## config.mk

```make
export PLATFORM = sky130hd
export DESIGN_NAME = reg_lineage_filter
export DESIGN_NICKNAME = d
export VERILOG_FILES = /design/src/rtl/rlf_pkg.sv /design/src/rtl/rlf_table.sv /design/src/rtl/rlf_lowest.sv /design/src/rtl/rlf_out_reg.sv /design/src/rtl/reg_lineage_filter.sv
export SDC_FILE = /design/constraint.sdc
export NUM_CORES = 1
export LEC_CHECK = 0
export BUFFER_PORTS_ARGS = -buffer_cell sky130_fd_sc_hd__buf_2
export CAP_MARGIN = 5
export CORE_UTILIZATION = 25
export DETAILED_ROUTE_END_ITERATION = 10
export GPL_TIMING_DRIVEN = 1
export SYNTH_ARGS = -nofsm -noshare
export SYNTH_HDL_FRONTEND = slang
export SYNTH_SLANG_ARGS = --single-unit
```

## constraint.sdc

```tcl
create_clock -name clk -period 15.4 [get_ports clk]
set_input_delay 2.31 -clock clk [delete_from_list [all_inputs] [get_ports clk]]
set_output_delay 2.31 -clock clk [all_outputs]
set_load 0.005 [all_outputs]
```

## src/rtl/rlf_pkg.sv

```systemverilog
`timescale 1ns/1ps
package rlf_pkg;
  typedef enum logic [2:0] {
    EK_LOAD  = 3'd0,
    EK_STORE = 3'd1,
    EK_COPY  = 3'd2,
    EK_IMM   = 3'd3,
    EK_OPMEM = 3'd4,
    EK_FLUSH = 3'd5
  } ev_kind_e;
endpackage

```

## src/rtl/rlf_table.sv

```systemverilog
`timescale 1ns/1ps
// Per-register lineage records: valid bit plus source address.
module rlf_table #(
  parameter int NREG = 8,
  parameter int AW   = 32,
  parameter int RW   = 3
) (
  input  logic            clk,
  input  logic            rst,
  input  logic            set_en,
  input  logic [RW-1:0]   set_idx,
  input  logic [AW-1:0]   set_addr,
  input  logic            clr_en,
  input  logic [RW-1:0]   clr_idx,
  input  logic [AW-1:0]   cmp_addr,
  input  logic [RW-1:0]   rd_idx,
  output logic            rd_valid,
  output logic [AW-1:0]   rd_addr,
  input  logic [RW-1:0]   fl_idx,
  output logic [AW-1:0]   fl_addr,
  output logic [NREG-1:0] valid_vec,
  output logic [NREG-1:0] match_vec
);
  logic [NREG-1:0] vld_q;
  logic [AW-1:0]   addr_q [NREG];

  always_ff @(posedge clk) begin
    if (rst) begin
      vld_q <= '0;
    end else begin
      for (int i = 0; i < NREG; i++) begin
        if (clr_en && clr_idx == RW'(i))
          vld_q[i] <= 1'b0;
        else if (set_en && set_idx == RW'(i))
          vld_q[i] <= 1'b1;
      end
    end
  end

  // address storage carries no reset; validity gates every use
  always_ff @(posedge clk) begin
    if (set_en)
      addr_q[set_idx] <= set_addr;
  end

  for (genvar g = 0; g < NREG; g++) begin : g_cmp
    assign match_vec[g] = vld_q[g] && (addr_q[g] == cmp_addr);
  end

  assign valid_vec = vld_q;
  assign rd_valid  = vld_q[rd_idx];
  assign rd_addr   = addr_q[rd_idx];
  assign fl_addr   = addr_q[fl_idx];

  // a cleared record is gone in the following cycle
  p_clear_r6: assert property (@(posedge clk) disable iff (rst)
    clr_en |=> !vld_q[$past(clr_idx)]);
endmodule

```

## src/rtl/rlf_lowest.sv

```systemverilog
`timescale 1ns/1ps
// Lowest-index-first selector used for ascending flush order.
module rlf_lowest #(
  parameter int N = 8,
  parameter int W = 3
) (
  input  logic [N-1:0] req,
  output logic [W-1:0] idx,
  output logic         any
);
  always_comb begin
    idx = '0;
    for (int i = N - 1; i >= 0; i--) begin
      if (req[i]) idx = W'(i);
    end
    // the chosen index is set and no lower one is pending
    if (|req) begin
      p_lowest_r8: assert (req[idx] && ((req & ((N'(1) << idx) - N'(1))) == '0));
    end
  end
  assign any = |req;
endmodule

```

## src/rtl/rlf_out_reg.sv

```systemverilog
`timescale 1ns/1ps
// Registered output stage with valid/ready.
module rlf_out_reg #(
  parameter int AW = 32,
  parameter int RW = 3
) (
  input  logic          clk,
  input  logic          rst,
  input  logic          load,
  input  logic [2:0]    d_kind,
  input  logic [RW-1:0] d_reg,
  input  logic [AW-1:0] d_src,
  input  logic [AW-1:0] d_dst,
  input  logic          out_ready,
  output logic          free,
  output logic          q_valid,
  output logic [2:0]    q_kind,
  output logic [RW-1:0] q_reg,
  output logic [AW-1:0] q_src,
  output logic [AW-1:0] q_dst
);
  assign free = !q_valid || out_ready;

  always_ff @(posedge clk) begin
    if (rst)
      q_valid <= 1'b0;
    else if (load)
      q_valid <= 1'b1;
    else if (out_ready)
      q_valid <= 1'b0;
  end

  always_ff @(posedge clk) begin
    if (load) begin
      q_kind <= d_kind;
      q_reg  <= d_reg;
      q_src  <= d_src;
      q_dst  <= d_dst;
    end
  end

  // a stalled output holds its event
  p_hold_r9: assert property (@(posedge clk) disable iff (rst)
    (q_valid && !out_ready) |=> (q_valid && $stable(q_kind) && $stable(q_reg)
                                 && $stable(q_src) && $stable(q_dst)));
endmodule

```

## src/rtl/reg_lineage_filter.sv

```systemverilog
`timescale 1ns/1ps
module reg_lineage_filter #(
  parameter int NREG = 8,
  parameter int AW   = 32,
  localparam int RW  = (NREG > 1) ? $clog2(NREG) : 1
) (
  input  logic          clk,
  input  logic          rst,
  input  logic          track_en,
  input  logic          in_valid,
  output logic          in_ready,
  input  logic [2:0]    in_kind,
  input  logic [RW-1:0] in_reg,
  input  logic [AW-1:0] in_src,
  input  logic [AW-1:0] in_dst,
  output logic          out_valid,
  input  logic          out_ready,
  output logic [2:0]    out_kind,
  output logic [RW-1:0] out_reg,
  output logic [AW-1:0] out_src,
  output logic [AW-1:0] out_dst
);
  import rlf_pkg::*;

  logic [NREG-1:0] valid_vec, match_vec, flush_req, reg_onehot;
  logic [RW-1:0]   fl_idx;
  logic            fl_any;
  logic [AW-1:0]   fl_addr, rd_addr;
  logic            rd_valid;
  logic            set_en, clr_en;
  logic            slot_free, emit;
  logic [2:0]      e_kind;
  logic [RW-1:0]   e_reg;
  logic [AW-1:0]   e_src, e_dst;
  ev_kind_e        kind;
  logic            is_write;

  assign kind       = ev_kind_e'(in_kind);
  assign is_write   = (kind == EK_STORE) || (kind == EK_COPY) || (kind == EK_IMM);
  assign reg_onehot = NREG'(1) << in_reg;

  // which records must be flushed before this event may complete
  always_comb begin
    flush_req = '0;
    if (track_en && in_valid) begin
      if (is_write)                flush_req = match_vec;
      else if (kind == EK_OPMEM)   flush_req = valid_vec & reg_onehot;
      else if (kind == EK_FLUSH)   flush_req = valid_vec;
    end
  end

  rlf_table #(.NREG(NREG), .AW(AW), .RW(RW)) u_table (
    .clk      (clk),
    .rst      (rst),
    .set_en   (set_en),
    .set_idx  (in_reg),
    .set_addr (in_src),
    .clr_en   (clr_en),
    .clr_idx  (fl_idx),
    .cmp_addr (in_dst),
    .rd_idx   (in_reg),
    .rd_valid (rd_valid),
    .rd_addr  (rd_addr),
    .fl_idx   (fl_idx),
    .fl_addr  (fl_addr),
    .valid_vec(valid_vec),
    .match_vec(match_vec)
  );

  rlf_lowest #(.N(NREG), .W(RW)) u_lowest (
    .req(flush_req),
    .idx(fl_idx),
    .any(fl_any)
  );

  always_comb begin
    in_ready = 1'b0;
    emit     = 1'b0;
    set_en   = 1'b0;
    clr_en   = 1'b0;
    e_kind   = in_kind;
    e_reg    = in_reg;
    e_src    = in_src;
    e_dst    = in_dst;
    if (!track_en) begin
      in_ready = slot_free;
      emit     = in_valid && slot_free;
    end else if (in_valid) begin
      if (fl_any) begin
        // one deferred load per cycle; input held
        emit   = slot_free;
        clr_en = slot_free;
        e_kind = EK_LOAD;
        e_reg  = fl_idx;
        e_src  = fl_addr;
        e_dst  = '0;
      end else begin
        unique case (kind)
          EK_LOAD: begin
            set_en   = 1'b1;
            in_ready = 1'b1;
          end
          EK_FLUSH: begin
            in_ready = 1'b1;
          end
          EK_STORE: begin
            in_ready = slot_free;
            emit     = slot_free;
            if (rd_valid) begin
              e_kind = EK_COPY;
              e_reg  = '0;
              e_src  = rd_addr;
            end
          end
          default: begin
            in_ready = slot_free;
            emit     = slot_free;
          end
        endcase
      end
    end
  end

  rlf_out_reg #(.AW(AW), .RW(RW)) u_out (
    .clk      (clk),
    .rst      (rst),
    .load     (emit),
    .d_kind   (e_kind),
    .d_reg    (e_reg),
    .d_src    (e_src),
    .d_dst    (e_dst),
    .out_ready(out_ready),
    .free     (slot_free),
    .q_valid  (out_valid),
    .q_kind   (out_kind),
    .q_reg    (out_reg),
    .q_src    (out_src),
    .q_dst    (out_dst)
  );

  // bypass forwards the accepted event unchanged
  p_bypass_r2: assert property (@(posedge clk) disable iff (rst)
    (!track_en && in_valid && in_ready) |=>
      (out_valid && out_kind == $past(in_kind) && out_reg == $past(in_reg)
       && out_src == $past(in_src) && out_dst == $past(in_dst)));

  // an absorbed load leaves a record for its register
  p_load_record_r3: assert property (@(posedge clk) disable iff (rst)
    (track_en && in_valid && in_ready && in_kind == 3'd0) |=> valid_vec[$past(in_reg)]);

  // store from a register with lineage turns into a copy
  p_store_copy_r4: assert property (@(posedge clk) disable iff (rst)
    (track_en && in_valid && in_ready && in_kind == 3'd1 && rd_valid) |=>
      (out_valid && out_kind == 3'd2 && out_src == $past(rd_addr) && out_dst == $past(in_dst)));

  // after an operation event the register owns its metadata
  p_opmem_own_r7: assert property (@(posedge clk) disable iff (rst)
    (track_en && in_valid && in_ready && in_kind == 3'd4) |=> !valid_vec[$past(in_reg)]);

  // flush-all leaves the record table empty
  p_flush_all_r8: assert property (@(posedge clk) disable iff (rst)
    (track_en && in_valid && in_ready && in_kind == 3'd5) |=> (valid_vec == '0));
endmodule

```

Yosys cells after proc, flatten, opt, wreduce, memory -nomap -nowiden

Memory sizes are Yosys's and may differ from the RTL's.
Cells that the tools add are included.
W data, S select, Z words.

Mux-type cells: 51
Bitwise logic cells: 1
Reductions and logical operators: 44
$lt $le $gt $ge: 1
Equal/unequal tests: 27
Shift-type cells: 1

Operators by type and width:

| cell                  | count |
|---|---|
| $eq A32 B32 Y1        | 8 |
| $mux W32              | 8 |
| $mux W3               | 18 |
| $mux W8               | 4 |
| $eq A3 B3 Y1 const B  | 10 |
| $logic_and A1 B1 Y1   | 26 |
| $mux W1               | 20 |
| $eq A3 B2 Y1 const B  | 6 |
| $reduce_or A2 Y1      | 9 |
| $eq A3 B1 Y1 const B  | 3 |
| $logic_not A3 Y1      | 3 |
| $and A8 B8 Y8         | 1 |
| $reduce_or A8 Y1      | 1 |
| $shl A1 B3 Y8 const A | 1 |
| $lt A3 B4 Y1 const B  | 1 |
| $bmux W1 S3           | 1 |
| $logic_or A1 B1 Y1    | 3 |
| $reduce_bool A2 Y1    | 1 |
| $logic_not A1 Y1      | 1 |

Register bits after elaboration: 79
Bits in writable memories: 256
Memories: 1
Output and inout port bits: 72

Memories:

| name           | depth | bits a word | read ports | clocked after Yosys merged registers in | wr ports | RTL line        | RTL |
|---|---|---|---|---|---|---|---|
| u_table.addr_q | 8     | 32          | 10         | 0                                       | 1        | rlf_table.sv:25 | `logic [AW-1:0] addr_q [NREG];` |

Logic depth before layout (Yosys ltp)

Gate-level depths: netlist of run 1.
An unclocked memory read counts as a cell.

Depth after elaboration: 17
Depth in mapped cells: 14
Gate-level depth less buffers: 10

Modules after synthesis

From an unflattened synthesis of run 1, not the netlist that was laid out.

Cells, all modules: 1,249
Area, all modules: 18,689.2 um^2

By module, submodules not included:

| module             | times used | area each (um^2) | cells an instance |
|---|---|---|---|
| rlf_table          | 1          | 14,921.8         | 917 |
| rlf_out_reg        | 1          | 2,148.3          | 74 |
| reg_lineage_filter | 1          | 1,537.7          | 245 |
| rlf_lowest         | 1          | 81.3             | 13 |

Worst setup path after synthesis of run 1

OpenSTA, ideal clock, no wires.

Path kind: input port to flip-flop
From: in in_reg[0]
To: reg u_out.q_dst[0], enable pin
Slack: 5,548 ps
Data required time: 14,799 ps
Stages: 12
Library setup time: 601 ps
Arrival time: 9,251 ps
Cells stage by stage: buf_2 -> nor3b_2 -> a21oi_1 -> o21ai_1 -> nand3_1 -> or2_0 -> clkbuf_1 -> nand3_1 -> or2_2 -> clkbuf_1 -> nor2_1 -> nor3b_1

Word-level cells in the longest chain between the ends: 9

Ends and longest elaborated chain:

| item                   | RTL line                 | RTL |
|---|---|---|
| start: declaration     | reg_lineage_filter.sv:13 | `input logic [RW-1:0] in_reg,` |
| $shl A1 B3 Y8          | reg_lineage_filter.sv:40 | `assign reg_onehot = NREG'(1) << in_reg;` |
| $and A8 B8 Y8          | reg_lineage_filter.sv:47 | `else if (kind == EK_OPMEM) flush_req = valid_vec & reg_onehot;` |
| $mux W8                | reg_lineage_filter.sv:47 |  |
| $mux W8                | reg_lineage_filter.sv:46 | `if (is_write) flush_req = match_vec;` |
| $mux W8                | reg_lineage_filter.sv:45 | `if (track_en && in_valid) begin` |
| $reduce_or A8 Y1       | rlf_lowest.sv:21         | `assign any = \|req;` |
| $mux W1                | reg_lineage_filter.sv:89 | `if (fl_any) begin` |
| $mux W1                | reg_lineage_filter.sv:88 | `end else if (in_valid) begin` |
| $mux W1                | reg_lineage_filter.sv:85 | `if (!track_en) begin` |
| net emit               | reg_lineage_filter.sv:31 | `logic slot_free, emit;` |
| end signal: assignment | rlf_out_reg.sv:38        | `q_dst <= d_dst;` |
| end: declaration       | rlf_out_reg.sv:20        | `output logic [AW-1:0] q_dst` |

The timed path passes the listed nets, and every way through them passes these cells.
A chain may end at the register's enable or synchronous reset.

Final worst setup path of run 1

From: in in_dst[7]
To: out in_ready

Word-level cells in the longest chain between the ends: 8
Elaborated cells between the ends (all ways): 22
Those cells by class: 8 x eq/ne; 5 x mux; 9 x reduce/logical

Ends and longest elaborated chain:

| item                | RTL line                 | RTL |
|---|---|---|
| start: declaration  | reg_lineage_filter.sv:15 | `input logic [AW-1:0] in_dst,` |
| $eq A32 B32 Y1      | rlf_table.sv:47          | `assign match_vec[g] = vld_q[g] && (addr_q[g] == cmp_addr);` |
| $logic_and A1 B1 Y1 | rlf_table.sv:47          |  |
| $mux W8 *           | reg_lineage_filter.sv:46 |  |
| $mux W8 *           | reg_lineage_filter.sv:45 |  |
| $reduce_or A8 Y1 *  | rlf_lowest.sv:21         |  |
| $mux W1 *           | reg_lineage_filter.sv:89 |  |
| $mux W1 *           | reg_lineage_filter.sv:88 |  |
| $mux W1 *           | reg_lineage_filter.sv:85 |  |
| end: declaration    | reg_lineage_filter.sv:11 | `output logic in_ready,` |

Every way passes the cells marked *; elsewhere a longest branch is shown, timed or not.

==> flow_metrics.py, run 1 <==
metrics = {
    "yosys": {
        "synth_top_area_share_pct": 56.2,
        "synth_top_cells_by_count": "326 x edfxtp_1, 160 x xor2_1, 105 x a21oi_1",
        "synth_top_cell_by_area": "edfxtp_1",
        "synth.area.top_cells": "edfxtp_1 56%, xor2_1 8.0%, xnor2_1 4.9%",
        "yosys.cell_count.top_type": "edfxtp_1",
        "synthArstFlopShare_pct": 0,
        "yosysSeqAreaShare_pct": 57.2,
        "ys_types": 51,
        "syn_inst": 1403,
        "synth_warnings": 0,
        "syn-cell-area_um2": 17400,
        "postSynthAreaPerCell_um2": 12.4,
        "ys_dominant_reg_cell": "edfxtp_1",
        "synth_edf_count": 326,
        "postSynthNetCount": 1478,
        "ys_ff_latch": 335,
    },
    "global_route": {
        "grt_max_degree": 61,
        "grt_use_total_pct": 20.8,
        "grt.overflow.total": 0,
        "grt_first_pass_wirelength_mm": 105,
        "grt_antenna_before_repair": 13,
        "grt_pass1_vias": 13500,
    },
    "timing": {
        "setup_tns_ns": 0,
        "setup_viol": 0,
        "max_freq_mhz": 137,
        "max-slew-margin-rel_pct": 14.9,
        "worst_pin_slew_ns": 1.28,
        "min_period_ns": 7.28,
        "whs_ns": 0.521,
        "hold_viol_final": 0,
        "slew_viol_final": 0,
        "skew_ns": 0.0235,
        "rsz0062_at_grt": "false",
        "timing.final.crit_share_pct": 47.3,
    },
    "worst_setup_path": {
        "reg2reg_depth": 12,
        "crit_start": "in_dst[7]",
        "startpoint_type": "input pin",
        "path_depth": 11,
        "path_max_fanout": 9,
        "reg2reg_from": "u_table.addr_q[1][18]$_DFFE_PP_",
        "critPathCaptureType": "output port",
        "crit_path_end": "in_ready",
        "timing.rr.end": "u_out.q_src[15]$_DFFE_PP_",
        "crit_chain": "buf_2 -> xor2_1 -> nor4_1 -> nand4_1 -> o21ai_1 -> nand4_1 -> nand3b_1 -> nor2_4 -> nand2_1 -> a22oi_1 -> buf_2",
        "cp_data_required_time_ns": 13.09,
        "critical_path.max_stage_delay_ns": 0.67,
        "cp_top_family": "simple AND/OR/NAND/NOR gates",
        "cp.arrival_ns": 4.97,
        "worst-path-buf-inv": 2,
        "critical_path.slowest_cell": "nor4_1",
        "path_class": "input pin to output port",
        "reg2reg_slack_ns": 10.31,
    },
    "job": {
        "max-cap-violations": 0,
    },
    "drt": {
        "drc": 0,
        "dr.pass1.iters": 7,
        "m1WireLength_mm": 29.4,
        "antenna_left": 0,
        "vias": 14300,
        "route.met2.wl_mm": 33.1,
        "drt_wl_total_mm": 75.6,
        "drt-initial-drc-count": 2440,
        "highest_layer": "met5",
        "wl_per_cell_um": 30.6,
        "drt-vias-per-instance": 5.77,
        "dr_wl_met3_mm": 9.44,
    },
    "clock_network": {
        "post_cts_buffers": 0,
        "clk_path_buf_depth": 3,
        "insertion_delay_ns": 0.58,
        "cts_tree": "yes",
        "cts_resized": 0,
        "cts_buffers": 40,
        "clk_pin_slew_worst_paths_ns": 0.06,
        "cts_max_level": 2,
        "postCtsHoldBufs": 0,
        "clockRootBuffer": "clkbuf_16",
        "clock-sinks": 335,
    },
    "die": {
        "die_area_um2": 70800,
        "rows": 96,
        "fp.dieW_um": 266,
        "start_util_pct": 25.3,
        "core_um2": 68800,
        "die_h_um": 266,
        "top_level_ports": 147,
    },
    "power": {
        "cellLeakagePower_nw": 6.52,
        "p_switching_uw": 525,
        "p_per_area_nw_per_um2": 104,
        "p_int_mw": 1.60,
        "p_seq_share_pct": 48.2,
        "p_clk_share_pct": 43.8,
        "peakVddDrop_uv": 53.6,
        "comb_power_share_pct": 8.0,
        "switching_share_pct": 24.7,
    },
    "cells_and_area": {
        "final_nets": 1581,
        "drive_above_1_share_pct": 17.5,
        "largest_register_ffs": 256,
        "top_regs": "u_table.addr_q x256, u_out.q_dst x32, u_out.q_src x32",
        "nFillCells": 6960,
        "regMostFlops": "u_table.addr_q",
        "syn_to_final_growth_pct": 17.0,
    },
    "hold_path": {
        "hold_class": "flop to flop",
        "hp-start": "u_table.valid_vec[4]$_SDFFE_PP0P_",
    },
    "placed_design": {
        "portBuffers": 146,
        "dp_hpwl_mm": 52.2,
        "routabilityCongestion": 1.07,
    },
    "outcome": {
        "status": "complete, no violations",
    },
}
## placed cells by master (no fill, tap or decap), drive strengths merged, types with 6 or more instances in the layout
| cell type | instances |
|---|---|
| a211oi | 49 |
| edfxtp | 326 |
| nor4 | 47 |
| buf | 179 |
| a31oi | 30 |
| nor2 | 25 |
| nand4 | 35 |
| a22o | 31 |
| clkinv | 16 |
| a22oi | 89 |
| o21ai | 25 |
| nand3 | 7 |
| xor2 | 160 |
| xnor2 | 97 |
| o2bb2ai | 6 |
| and3 | 8 |
| nand2 | 38 |
| a21oi | 105 |
| and2 | 47 |
| a221oi | 66 |
| nand3b | 20 |
| clkbuf | 47 |
| a221o | 20 |
| dfxtp | 9 |
## layout make-up
cell class	count	area, um2	share of cell area (%)
sequential	335	9970	48.9
multi-input combinational	949	6980	34.3
tap	931	1160	5.71
clock buffer	47	1030	5.04
timing repair buffer	179	978	4.80
clock inverter	26	245	1.20
antenna	5	12.5	0.0614
inverter	1	3.75	0.0184
## per-stage QoR
step / power (mW) / instances / area (um2) / setup WS [ns] / utilization, %
finish: 2.13 / 2473 / 20400 / 8.12 / 29.6
global route: 2.18 / 2472 / 20400 / 8.06 / 29.6
CTS: 2.14 / 2468 / 20400 / 8.20 / 29.6
detailed placement: 1.21 / 2395 / 19100 / 8.20 / 27.7
global placement: 1.21 / 2395 / 19100 / 8.17 / 27.7
floorplan: 1.13 / 1403 / 17400 / 5.55 / -
## power by group through the flow
| stage | registers (mW) | logic, mW | clock network, mW |
|---|---|---|---|
| finish | 1.03 | 0.171 | 0.933 |
| global route | 1.03 | 0.177 | 0.979 |
| CTS | 1.03 | 0.167 | 0.944 |
| detailed placement | 1.05 | 0.167 | 0 |
| global placement | 1.05 | 0.166 | 0 |
| floorplan | 1.05 | 0.0829 | 0 |
## worst min-delay path by stage
stage | endpoint | slack, ns | cells after the start
6_report | u_table.valid_vec[4]$_SDFFE_PP0P_ | 0.52 | 2
5_1_grt | u_table.valid_vec[7]$_SDFFE_PP0P_ | 0.54 | 2
3_5_place_dp | u_table.valid_vec[4]$_SDFFE_PP0P_ | 0.51 | 2
4_1_cts | u_table.valid_vec[4]$_SDFFE_PP0P_ | 0.52 | 2
3_3_place_gp | u_table.valid_vec[4]$_SDFFE_PP0P_ | 0.51 | 2
2_1_floorplan | u_table.valid_vec[0]$_SDFFE_PP0P_ | 0.49 | 2
## cells by family after synthesis
logic type / count (synthesis) / share of synthesized area, %
AOI/OAI and AO/OA: 445 / 18.5
buffers and inverters: 119 / 3.04
xor gates and xnor gates: 257 / 12.9
and+or+nand+nor: 247 / 8.29
DFF: 335 / 57.2
## metal layers
layer  global-route usage, %  vias to the layer above
met1                    27.6                     6974
li1                        -                     5760
met3                    5.45                      246
met2                    32.2                     1276
met5                       0                        -
met4                    8.33                       12
## worst reg2reg max path: stages (launching register included)
cell,delay (ns)
edfxtp_1,0.45
xor2_1,0.48
nor4_1,0.19
nand4_1,0.17
o21ai_0,0.16
a22oi_1,0.26
buf_4,0.26
and3_1,0.88
nand2_1,0.79
buf_4,0.49
a221o_1,0.31
a221oi_1,0.23
a21oi_1,0.15
No activity file was read; power rests on OpenSTA's default activity.
==> inputs of run 2 (changes only) <==
==> constraint.sdc (replaced) <==
create_clock -name clk -period 6.9 [get_ports clk]
set_input_delay 1.035 -clock clk [delete_from_list [all_inputs] [get_ports clk]]
set_output_delay 1.035 -clock clk [all_outputs]
set_load 0.005 [all_outputs]
==> flow_metrics.py, run 2 (synthesis gave the netlist of run 1 again) <==
metrics = {
    "outcome": {
        "status": "complete, no violations",
    },
    "power": {
        "p_int_mw": 3.62,
        "p_per_area_nw_per_um2": 234,
        "comb_power_share_pct": 8.0,
        "p_seq_share_pct": 47.8,
        "peakVddDrop_uv": 123,
        "switching_share_pct": 24.4,
        "cellLeakagePower_nw": 6.58,
        "p_clk_share_pct": 44.2,
        "p_switching_mw": 1.17,
    },
    "placed_design": {
        "dp_hpwl_mm": 52.2,
        "portBuffers": 146,
        "dpl_cell_area_um2": 19200,
        "routabilityCongestion": 1.00,
        "dp_slack_ns": 1.65,
        "dp.cells": 2402,
    },
    "cells_and_area": {
        "syn_to_final_growth_pct": 17.6,
        "nFillCells": 6984,
        "top_regs": "u_table.addr_q x256, u_out.q_dst x32, u_out.q_src x32",
        "largest_register_ffs": 256,
        "instances_no_fill": 2478,
        "fin_area_um2": 20500,
        "layout_commonest_cell": "edfxtp_1",
        "final_cell_mix": "326 x edfxtp_1, 160 x xor2_1, 146 x buf_2",
        "final_nets": 1587,
        "regArea_um2": 9970,
        "regMostFlops": "u_table.addr_q",
        "finalCoreUtilization_pct": 29.8,
        "multi_input_area_um2": 6990,
        "drive_above_1_share_pct": 18.1,
    },
    "worst_setup_path": {
        "critPathCaptureType": "output port",
        "startpoint_type": "input pin",
        "path_max_fanout": 16,
        "cp_data_required_time_ns": 5.86,
        "cp_common_cell": "buf_2",
        "reg2reg_from": "u_table.addr_q[5][31]$_DFFE_PP_",
        "path_class": "input pin to output port",
        "crit_start": "in_dst[7]",
        "cp.arrival_ns": 3.81,
        "critical_path.max_stage_delay_ns": 0.56,
        "timing.rr.end": "u_out.q_src[30]$_DFFE_PP_",
        "worst-path-buf-inv": 3,
        "critical_path.slowest_cell": "xnor2_1",
        "reg2reg_depth": 12,
        "path_depth": 12,
        "cp_top_family": "simple AND/OR/NAND/NOR gates",
        "crit_chain": "buf_2 -> xnor2_1 -> nand4_1 -> nor4_1 -> a21oi_1 -> or2_0 -> buf_4 -> nand3_1 -> nor2_4 -> nand2_1 -> a22oi_1 -> buf_2",
        "reg2reg_slack_ns": 2.29,
        "crit_path_end": "in_ready",
    },
    "clock_network": {
        "post_cts_buffers": 0,
        "cts_max_level": 2,
        "clk_path_buf_depth": 3,
        "postCtsHoldBufs": 0,
        "cts_resized": 0,
        "clock-sinks": 335,
        "clockRootBuffer": "clkbuf_16",
        "clk_pin_slew_worst_paths_ns": 0.06,
        "insertion_delay_ns": 0.57,
        "cts_buffers": 39,
        "cts_tree": "yes",
    },
    "timing": {
        "max-slew-margin-rel_pct": 39.8,
        "setup_tns_ns": 0,
        "timing.final.crit_share_pct": 70.3,
        "max_freq_mhz": 206,
        "hold_viol_final": 0,
        "slew_viol_final": 0,
        "rsz0062_at_grt": "false",
        "skew_ns": 0.0199,
        "worst_pin_slew_ns": 0.900,
        "setup_viol": 0,
        "setup_slack_ns": 2.05,
        "min_period_ns": 4.85,
    },
    "global_route": {
        "grt.overflow.total": 0,
        "grt_max_degree": 44,
        "grt_pass1_vias": 13400,
        "grt_first_pass_wirelength_mm": 106,
        "grt_antenna_before_repair": 7,
        "grt_use_total_pct": 21.1,
    },
    "die": {
        "die_h_um": 266,
        "die_area_um2": 70800,
        "core_um2": 68800,
        "rows": 96,
        "top_level_ports": 147,
        "fp.dieW_um": 266,
        "start_util_pct": 25.3,
    },
    "job": {
        "max-cap-violations": 0,
    },
    "drt": {
        "wl_per_cell_um": 30.8,
        "antenna_left": 0,
        "drc": 0,
        "vias": 14100,
        "dr.pass1.iters": 6,
        "drt-vias-per-instance": 5.68,
        "drt_wl_total_mm": 76.3,
        "drt-initial-drc-count": 2608,
    },
    "hold_path": {
        "hold_class": "flop to flop",
        "hold_depth": 2,
    },
}
run 2: cell types whose count changed in the layout (fill, tap and decap cells not counted), moves of 2 or more:
| cell | previous run | this run |
|---|---|---|
| clkinv_4 | 1 | 3 |
| clkbuf_1 | 7 | 2 |
| buf_4 | 33 | 39 |
| clkbuf_16 | 40 | 42 |
run 2: power groups by stage:
| stage | clock (mW) | combinational (mW) | sequential [mW] |
|---|---|---|---|
| 2_1_floorplan | 0 | 0.185 | 2.33 |
| 3_3_place_gp | 0 | 0.374 | 2.33 |
| 3_5_place_dp | 0 | 0.377 | 2.33 |
| 4_1_cts | 2.15 | 0.378 | 2.29 |
| 5_1_grt | 2.22 | 0.400 | 2.29 |
| 6_report | 2.11 | 0.384 | 2.29 |
run 2: metal layers:
| layer | wire length [um] | global-route usage (%) |
|---|---|---|
| met1 | 30500 | 28.3 |
| met2 | 34000 | 32.8 |
| met3 | 8680 | 5.30 |
| met4 | 3040 | 8.01 |
| met5 | 8 | 0 |
run 2: area by class of cell:
cell class | count | area share (%)
Clock buffer | 44 | 5.17
Sequential cell | 335 | 48.7
Clock inverter | 26 | 1.18
Tap cell | 931 | 5.69
Inverter | 1 | 0.0183
Timing Repair Buffer | 186 | 5.09
Multi-Input combinational cell | 949 | 34.1
Antenna cell | 6 | 0.0733
run 2: worst min path at each step:
| stage | startpoint | to |
|---|---|---|
| 2_1_floorplan | u_table.valid_vec[0]$_SDFFE_PP0P_ | u_table.valid_vec[0]$_SDFFE_PP0P_ |
| 3_3_place_gp | u_table.valid_vec[3]$_SDFFE_PP0P_ | u_table.valid_vec[3]$_SDFFE_PP0P_ |
| 3_5_place_dp | u_table.valid_vec[6]$_SDFFE_PP0P_ | u_table.valid_vec[6]$_SDFFE_PP0P_ |
| 4_1_cts | u_table.valid_vec[6]$_SDFFE_PP0P_ | u_table.valid_vec[6]$_SDFFE_PP0P_ |
| 5_1_grt | u_table.valid_vec[3]$_SDFFE_PP0P_ | u_table.valid_vec[3]$_SDFFE_PP0P_ |
| 6_report | u_table.valid_vec[6]$_SDFFE_PP0P_ | u_table.valid_vec[6]$_SDFFE_PP0P_ |
run 2: worst register-to-register path: stages, from the launching register on:
cell,delay [ns]
edfxtp_1,0.52
xor2_1,0.20
nor4_1,0.59
nand4_1,0.26
o21ai_1,0.29
nand4_1,0.30
a311oi_4,0.78
buf_4,0.51
nor3_2,0.11
buf_4,0.27
a221oi_1,0.32
nand2_1,0.07
and3_1,0.18
run 2: through the flow:
step	total power, mW	hold WS, ns
final	4.79	0.523
after global routing	4.91	0.541
after CTS	4.82	0.520
after detailed placement	2.71	0.512
after global placement	2.71	0.498
after floorplan	2.52	0.486
